--- src/rtl/trace_sink_pkg.sv ---
package trace_sink_pkg;

    localparam int unsigned DATA_W = 32;
    localparam int unsigned DIV_W  = 16;

    // byte offsets of the two registers
    localparam logic [11:0] CTRL_OFS = 12'h000;
    localparam logic [11:0] IMPL_OFS = 12'h004;

    // identification value fields
    localparam logic [3:0] ID_MAJOR = 4'd1;
    localparam logic [3:0] ID_MINOR = 4'd0;
    localparam logic [3:0] ID_KIND  = 4'hA;

    typedef enum logic [3:0] {
        SM_OFF    = 4'd0,
        SM_MANCH  = 4'd4,
        SM_UART   = 4'd5,
        SM_PAR_1  = 4'd8,
        SM_PAR_2  = 4'd9,
        SM_PAR_4  = 4'd10,
        SM_PAR_8  = 4'd11,
        SM_PAR_16 = 4'd12
    } sink_mode_e;

    typedef struct packed {
        logic             enable;
        sink_mode_e       mode;
        logic             clk_center;
        logic             calibrate;
        logic [2:0]       sync_freq;
        logic [DIV_W-1:0] divider;
    } ctrl_fields_t;

    function automatic logic mode_legal(input logic [3:0] code);
        return (code == 4'd0) || (code == 4'd4) || (code == 4'd5) ||
               ((code >= 4'd8) && (code <= 4'd12));
    endfunction

    function automatic logic mode_parallel(input logic [3:0] code);
        return (code >= 4'd8) && (code <= 4'd12);
    endfunction

    function automatic logic [DATA_W-1:0] pack_ctrl(input ctrl_fields_t f,
                                                    input logic powered,
                                                    input logic empty);
        logic [DATA_W-1:0] w;
        w          = '0;
        w[0]       = powered;
        w[3]       = empty;
        if (powered) begin
            w[1]     = f.enable;
            w[7:4]   = f.mode;
            w[8]     = f.clk_center;
            w[9]     = f.calibrate;
            w[14:12] = f.sync_freq;
            w[31:16] = f.divider;
        end
        return w;
    endfunction

endpackage

--- src/rtl/trace_sink_warl.sv ---
module trace_sink_warl
    import trace_sink_pkg::*;
(
    input  ctrl_fields_t            cur,
    input  logic [DATA_W-1:0]       wdata,
    output ctrl_fields_t            nxt
);
    logic [3:0] new_mode;
    logic       unused_wbits;

    assign unused_wbits = ^{wdata[3:2], wdata[11:10], wdata[15], wdata[0]};

    always_comb begin
        new_mode = mode_legal(wdata[7:4]) ? wdata[7:4] : cur.mode;
        nxt            = cur;
        nxt.enable     = wdata[1];
        nxt.mode       = sink_mode_e'(new_mode);
        nxt.clk_center = wdata[8] & mode_parallel(new_mode);
        nxt.calibrate  = wdata[9];
        nxt.sync_freq  = wdata[14:12];
        nxt.divider    = wdata[31:16];
    end
endmodule

--- src/rtl/trace_sink_pwr.sv ---
module trace_sink_pwr #(
    parameter int unsigned PWR_LAT = 4
) (
    input  logic clk,
    input  logic rst,
    input  logic req,
    output logic on
);
    localparam int unsigned CNT_W = (PWR_LAT < 2) ? 1 : $clog2(PWR_LAT);
    localparam logic [CNT_W-1:0] LAST = CNT_W'(PWR_LAT - 1);

    logic [CNT_W-1:0] cnt;

    always_ff @(posedge clk) begin
        if (rst) begin
            on  <= 1'b0;
            cnt <= '0;
        end else if (req != on) begin
            if (cnt == LAST) begin
                on  <= req;
                cnt <= '0;
            end else begin
                cnt <= cnt + 1'b1;
            end
        end else begin
            cnt <= '0;
        end
    end
endmodule

--- src/rtl/trace_sink_regs.sv ---
module trace_sink_regs
    import trace_sink_pkg::*;
#(
    parameter int unsigned ADDR_W    = 12,
    parameter int unsigned PWR_LAT   = 4,
    parameter logic [15:0] DIV_RESET = 16'h000F
) (
    input  logic              clk,
    input  logic              rst,
    input  logic              wr_en,
    input  logic [ADDR_W-1:0] addr,
    input  logic [31:0]       wdata,
    output logic [31:0]       rdata,
    input  logic              drain_empty,
    output logic              active_o,
    output logic              enable_o,
    output logic [3:0]        mode_o,
    output logic              clk_center_o,
    output logic              calibrate_o,
    output logic [2:0]        sync_freq_o,
    output logic [15:0]       divider_o
);
    localparam logic [ADDR_W-1:0] A_CTRL = ADDR_W'(CTRL_OFS);
    localparam logic [ADDR_W-1:0] A_IMPL = ADDR_W'(IMPL_OFS);
    localparam ctrl_fields_t FIELDS_RST = '{
        enable: 1'b0, mode: SM_OFF, clk_center: 1'b0, calibrate: 1'b0,
        sync_freq: 3'd0, divider: DIV_RESET};

    ctrl_fields_t fields_q, fields_nxt;
    logic         pwr_req_q;
    logic         pwr_on;
    logic         wr_ctrl;

    assign wr_ctrl = wr_en && (addr == A_CTRL);

    always_ff @(posedge clk) begin
        if (rst) begin
            pwr_req_q <= 1'b0;
        end else if (wr_ctrl) begin
            pwr_req_q <= wdata[0];
        end
    end

    trace_sink_pwr #(.PWR_LAT(PWR_LAT)) u_pwr (
        .clk (clk),
        .rst (rst),
        .req (pwr_req_q),
        .on  (pwr_on)
    );

    trace_sink_warl u_warl (
        .cur   (fields_q),
        .wdata (wdata),
        .nxt   (fields_nxt)
    );

    always_ff @(posedge clk) begin
        if (rst) begin
            fields_q <= FIELDS_RST;
        end else if (wr_ctrl && pwr_on) begin
            fields_q <= fields_nxt;
        end
    end

    always_comb begin
        rdata = '0;
        if (addr == A_CTRL) begin
            rdata = pack_ctrl(fields_q, pwr_on, pwr_on ? drain_empty : 1'b1);
        end else if ((addr == A_IMPL) && pwr_on) begin
            rdata[3:0]  = ID_MAJOR;
            rdata[7:4]  = ID_MINOR;
            rdata[11:8] = ID_KIND;
        end
    end

    assign active_o     = pwr_on;
    assign enable_o     = fields_q.enable & pwr_on;
    assign mode_o       = fields_q.mode;
    assign clk_center_o = fields_q.clk_center;
    assign calibrate_o  = fields_q.calibrate;
    assign sync_freq_o  = fields_q.sync_freq;
    assign divider_o    = fields_q.divider;
endmodule

--- config.mk ---
export PLATFORM = sky130hd
export DESIGN_NAME = trace_sink_regs
export DESIGN_NICKNAME = d
export VERILOG_FILES = /design/src/rtl/trace_sink_pkg.sv /design/src/rtl/trace_sink_warl.sv /design/src/rtl/trace_sink_pwr.sv /design/src/rtl/trace_sink_regs.sv
export SDC_FILE = /design/constraint.sdc
export NUM_CORES = 1
export LEC_CHECK = 0
export ABC_AREA = 1
export BUFFER_PORTS_ARGS = -buffer_cell sky130_fd_sc_hd__buf_4
export CORE_MARGIN = 2
export CORE_UTILIZATION = 45
export CTS_BUF_LIST = sky130_fd_sc_hd__clkbuf_8
export DETAILED_ROUTE_END_ITERATION = 10
export PLACE_DENSITY_LB_ADDON = 0.1
export SYNTH_ARGS = -nofsm -noshare
export SYNTH_HDL_FRONTEND = slang
export SYNTH_SLANG_ARGS = --single-unit
export TNS_END_PERCENT = 30
--- constraint.sdc ---
create_clock -name clk -period 2 [get_ports clk]
set_input_delay 0.2 -clock clk [delete_from_list [all_inputs] [get_ports clk]]
set_output_delay 0.2 -clock clk [all_outputs]
set_load 0.01 [all_outputs]
## Yosys cells after proc, flatten, opt, wreduce, memory -nomap -nowiden

Cells that the tools add are included.

- Flip-flop bits (word level): 30
- Input bits: 48
- Output and inout bits: 59
- Logic and storage cells: 43

- Add/subtract/negate cells: 1
- $lt $le $gt $ge: 4
- Eq/ne operators: 5
- Mux-type cells: 9
- Bitwise gates (word level): 3
- Reductions and logical operators: 12

Operator list:

| cell | count |
|---|---|
| 12-bit 2-to-1 mux | 2 |
| 20-bit 2-to-1 mux | 1 |
| 16-bit 2-to-1 mux | 1 |
| 12-bit by 3-bit equality test with 1-bit output (second input constant) | 1 |
| 12-bit logical NOT | 1 |
| 4-bit by 3-bit equality test with 1-bit output (second input constant) | 2 |
| 4-bit greater-or-equal comparator (second input constant) | 2 |
| 4-bit <= comparator (second input constant) | 2 |
| 6-bit 2-to-1 mux | 1 |
| 1-bit logical AND | 5 |
| 4-bit logical NOT | 1 |
| 4-bit 2-to-1 mux | 1 |
| 1-bit logical OR | 3 |
| 3-bit 2-to-1 mux | 1 |
| 3-bit OR reduction | 1 |
| 2-bit by 1-bit adder with 2-bit output (second input constant) | 1 |
| 1-bit AND | 2 |
| 2-bit equality test (second input constant) | 1 |
| 1-bit 2-to-1 mux | 2 |
| 2-bit AND reduction | 1 |
| 1-bit != test | 1 |
| 1-bit NOT | 1 |

## Depth between registers and ports, before layout

- Depth in word-level cells: 8
- Mapped depth: 11
- Mapped depth without buffers: 11

## Cells and area by module

From an unflattened synthesis, not the netlist that was laid out.

- Cells, all modules: 310
- Area total of the unflattened synthesis: 1,955.6 um^2

By module, submodules not included:

| module | times used | cells an instance | area each (um^2) | sequential area each (um^2) |
|---|---|---|---|---|
| trace_sink_regs | 1 | 247 | 1,534.0 | 540.5 |
| trace_sink_warl | 1 | 46 | 290.3 | 0.0 |
| trace_sink_pwr | 1 | 17 | 131.4 | 60.1 |

## Worst setup path after synthesis

OpenSTA, ideal clock, no wires.

- Kind: register to register
- Start: reg u_pwr.on
- End: reg fields_q, in the netlist calibrate_o
- Setup time: 0.116 ns
- Arrival: 1.328 ns
- Data required time: 1.884 ns
- Slack: 0.556 ns
- Stages on the path, launching flop included: 9
- Path buffers: 3
- Period minus slack after synthesis: 1.444 ns
- Path through: dfxtp_1 clkbuf_1 nand3_4 nor2_4 inv_2 buf_6 buf_6 nor2_1 nor2_1

- Word-level cells in the longest chain between the ends: 1

RTL lines:

| element | RTL line | text |
|---|---|---|
| from (decl) | trace_sink_pwr.sv:7 | `output logic on` |
| from (signal assigned) | trace_sink_pwr.sv:20 | `on <= req;` |
| 1-bit logical AND | trace_sink_regs.sv:60 | `end else if (wr_ctrl && pwr_on) begin` |
| to (signal assigned) | trace_sink_regs.sv:61 | `fields_q <= fields_nxt;` |
| to (decl) | trace_sink_regs.sv:29 | `ctrl_fields_t fields_q, fields_nxt;` |

No other way between the ends.
A chain may end at the register's enable or synchronous reset.

## Worst setup path after layout

- Start: reg u_pwr.on
- End: out rdata[9]

- Word-level cells in the longest chain between the ends: 3
- Elaborated cells on any way between the ends: 4
- Classes of those cells: 3 x mux; 1 x reduce/logical

RTL lines:

| element | RTL line | text |
|---|---|---|
| 1-bit logical AND | trace_sink_regs.sv:69 | `end else if ((addr == A_IMPL) && pwr_on) begin` |
| 12-bit 2-to-1 mux | trace_sink_regs.sv:69 |  |
| 12-bit 2-to-1 mux * | trace_sink_regs.sv:67 | `if (addr == A_CTRL) begin` |
| to (decl) | trace_sink_regs.sv:13 | `output logic [31:0] rdata,` |

Mark *: on every way between the ends. The rest lies on a longest branch, timed or not.

==> metrics.md <==
| Metric | Value |
|---|---|
| Fin. Hold Viols | `0` |
| Max clock buf depth | `2` |
| Status | `complete, no violations` |
| Dpl cell area | `between 2000 and 2500 um2` |
| Sequential area share after synthesis | `between 30 and 40%` |
| Critical Path Source Type | `register` |
| Power Dens Cells | `between 600 and 700 nW/um2` |
| Vias in the first global route | `1,506` |
| Max transition margin | `57.41%` |
| DRT Pass-1 Iters | `4` |
| Capturing point of the worst reg2reg path | `divider_o[6]` |
| Routed Antenna Nets | `0` |
| Avg Cell Area, Syn | `6.892 um2` |
| Critical-path top delay cell | `dfxtp_1` |
| CP arrival | `~1500 ps` |
| Post-DR wirelength/cell | `around 11 um` |
| DR vias/cell | `4.600` |
| Worst hold margin | `~130 ps` |
| Setup Viol. Count Final | `0` |
| First-pass GRT wire length | `around 6300 um` |
| WP buf/inv | `4` |
| Port bufs | `98` |
| Core Area | `3416 um2` |
| Max-Cap Viols | `0` |
| Later-pin clock latency in the skew report | `280 ps` |
| Rows | `21` |
| R2R Path Start | `u_pwr.on` |
| Initial antenna violation count | `0` |
| Grt ovf | `0` |
| Finished Layout Cells | `~360` |
| Fmax achieved | `around 580 MHz` |
| Placed insts | `347` |
| Yosys top cell by area | `dfxtp_1` |
| Total GRT Usage | `19.33%` |
| Die Wd | `64.12 um` |
| Slew Limit Fails | `0` |
| Crit-path cells | `nand3_4 -> buf_4 -> inv_1 -> a21oi_1 -> inv_1 -> buf_4` |
| Final worst path period share | `85.75%` |
| Worst Setup End Kind | `output port` |
| Setup Skew | `5.628 ps` |
| CTS tree | `yes` |
| Synth unique cells | `23` |
| WP depth | `6` |
| Drt initial violations | `64` |
| Worst-Margin Slew | `638.1 ps` |
| Post-CTS setup buffers | `0` |
| Number of clock sinks | `30` |
| Cells after Synth | `236` |
| Post-cts sizing count | `0` |
| Fin nets | `between 300 and 400` |
| FF-to-FF setup slack | `370 ps` |
| Initial Utilization | `about 48%` |
| Fin crit period | `about 1700 ps` |
| CTS root buf | `clkbuf_8` |
| Die area | `4111 um2` |
| Worst vdd ir | `0.0004928 V` |
| Synth-to-Final Area Change | `42.69%` |
| Setup tns final | `0 ps` |
| Seq cells post-synth | `30` |
| Critical path data required time | `1800 ps` |
| Number of synthesis warnings | `0` |
| H-tree depth | `2` |
| Worst-path clk slew | `60 ps` |
| Share of cells above drive strength 1 | `36.25%` |
| Pleak | `1.164 nW` |
| N_diodes | `0` |
| Post-Layout Inst Area | `2321 um2` |
| Vias | `1,633` |
| Cts bufs inserted | `5` |
| Hold crit path type | `in -> reg` |
| Synthesized area | `1627 um2` |
| DP HPWL | `2794 um` |
| Commonest cells after routing, fill and taps aside | `buf_4, inv_1, nor2_1` |
| GPL Wtd Cong | `just under 0.8` |
| Wirelength, routed | `between 3000 and 4000 um` |
| Unrepaired setup endpoints after global routing | `false` |
| CP peak stage delay | `400 ps` |
| Cell family with most CP delay | `buffers and inverters` |
| I/O Pins | `~110` |
| WS Path Type | `reg -> out` |
| Die height | `64.12 um` |
| Hold Crit Start | `rst` |
| DRC viols | `0` |
| Top post-synthesis cells by area | `dfxtp_1, buf_4, inv_1` |
| Worst-path maximum fanout | `27` |
| Worst-case reg-to-reg path depth | `5` |
| Worst Hold End | `mode_o[3]` |
| Most common cell after layout, fill and taps aside | `buf_4` |
| Hold Path Cell Cnt | `2` |
| Hold_buf cts | `0` |
| Area share of the largest cell type after synthesis | `36.92%` |
| Largest net degree at the start of global routing | `39` |
power by group:
| group | leakage (nW) | internal [mW] | switching, mW |
|---|---|---|---|
| combinational | 0.851 | 0.0637 | 0.0435 |
| sequential | 0.242 | 0.597 | 0.00000405 |
| clock | 0.0714 | 0.531 | 0.229 |
| total | 1.16 | 1.19 | 0.273 |
layout make-up:
type                    instances  area (um2)
repair buffers                 99       743.2
fillers                       335        1095
inverters                      41       153.9
clock inverters                 2       60.06
multi-input cells             131       623.1
clock buffers                   6       82.58
flip-flops and latches         30       600.6
well taps                      46       57.56
state kept, by name, summed over array words and instances (netlist names):
register and flops:
sync_freq_o 3, u_pwr.cnt 2, divider_o 16, mode_o 4, clk_center_o 1, fields_q 1, pwr_req_q 1, calibrate_o 1
u_pwr.on 1
worst register-to-register path: stages, from the launching register on:
cell     delay (ps)
dfxtp_1         510
nand3_4         130
nor2_4          260
inv_2           290
o21ai_0         260
a21oi_1          50
worst max-delay path by stage:
stage	endpoint	startpoint	slack, ps
detailed placement	divider_o[6]	addr[11]	210
finish	rdata[9]	u_pwr.on	280
CTS	rdata[9]	u_pwr.on	280
global route	rdata[9]	u_pwr.on	150
floorplan	calibrate_o	u_pwr.on	560
global placement	divider_o[12]	addr[9]	250
cells by family after synthesis:
group           count (synthesis)  share of synthesized area [%]
simple gates                   70                          18.62
buf+inv                        77                          25.23
other cells                     1                         0.2305
compound gates                 57                          18.23
flops                          30                          36.92
fa+ha+maj                       1                         0.7691
cell usage after synthesis (all sizes together):
cell	n
a21oi	29
and2	1
buf	33
clkbuf	3
conb	1
dfxtp	30
ha	1
inv	41
nand2	23
nand3	5
nand4	1
nor2	39
nor3	1
o211a	1
o211ai	1
o21ai	26
per-stage QoR:
stage	power (mW)	util (%)	worst slack, ps
6_report	1.465	67.95	285.0
5_1_grt	1.515	67.95	145.5
4_1_cts	1.473	67.95	284.5
3_5_place_dp	0.7182	63.77	212.2
3_3_place_gp	0.7161	63.77	247.8
2_1_floorplan	0.6514	-	556.4
layer usage:
metal | vias to the layer above | wire [um] | track usage [%]
met5 | - | 0 | 0
met4 | 0 | 55 | 7.979
met3 | 6 | 312 | 6.690
met2 | 63 | 1894 | 34.51
met1 | 715 | 1564 | 20.64
li1 | 849 | - | -
Power figures use the tool's default switching activity.
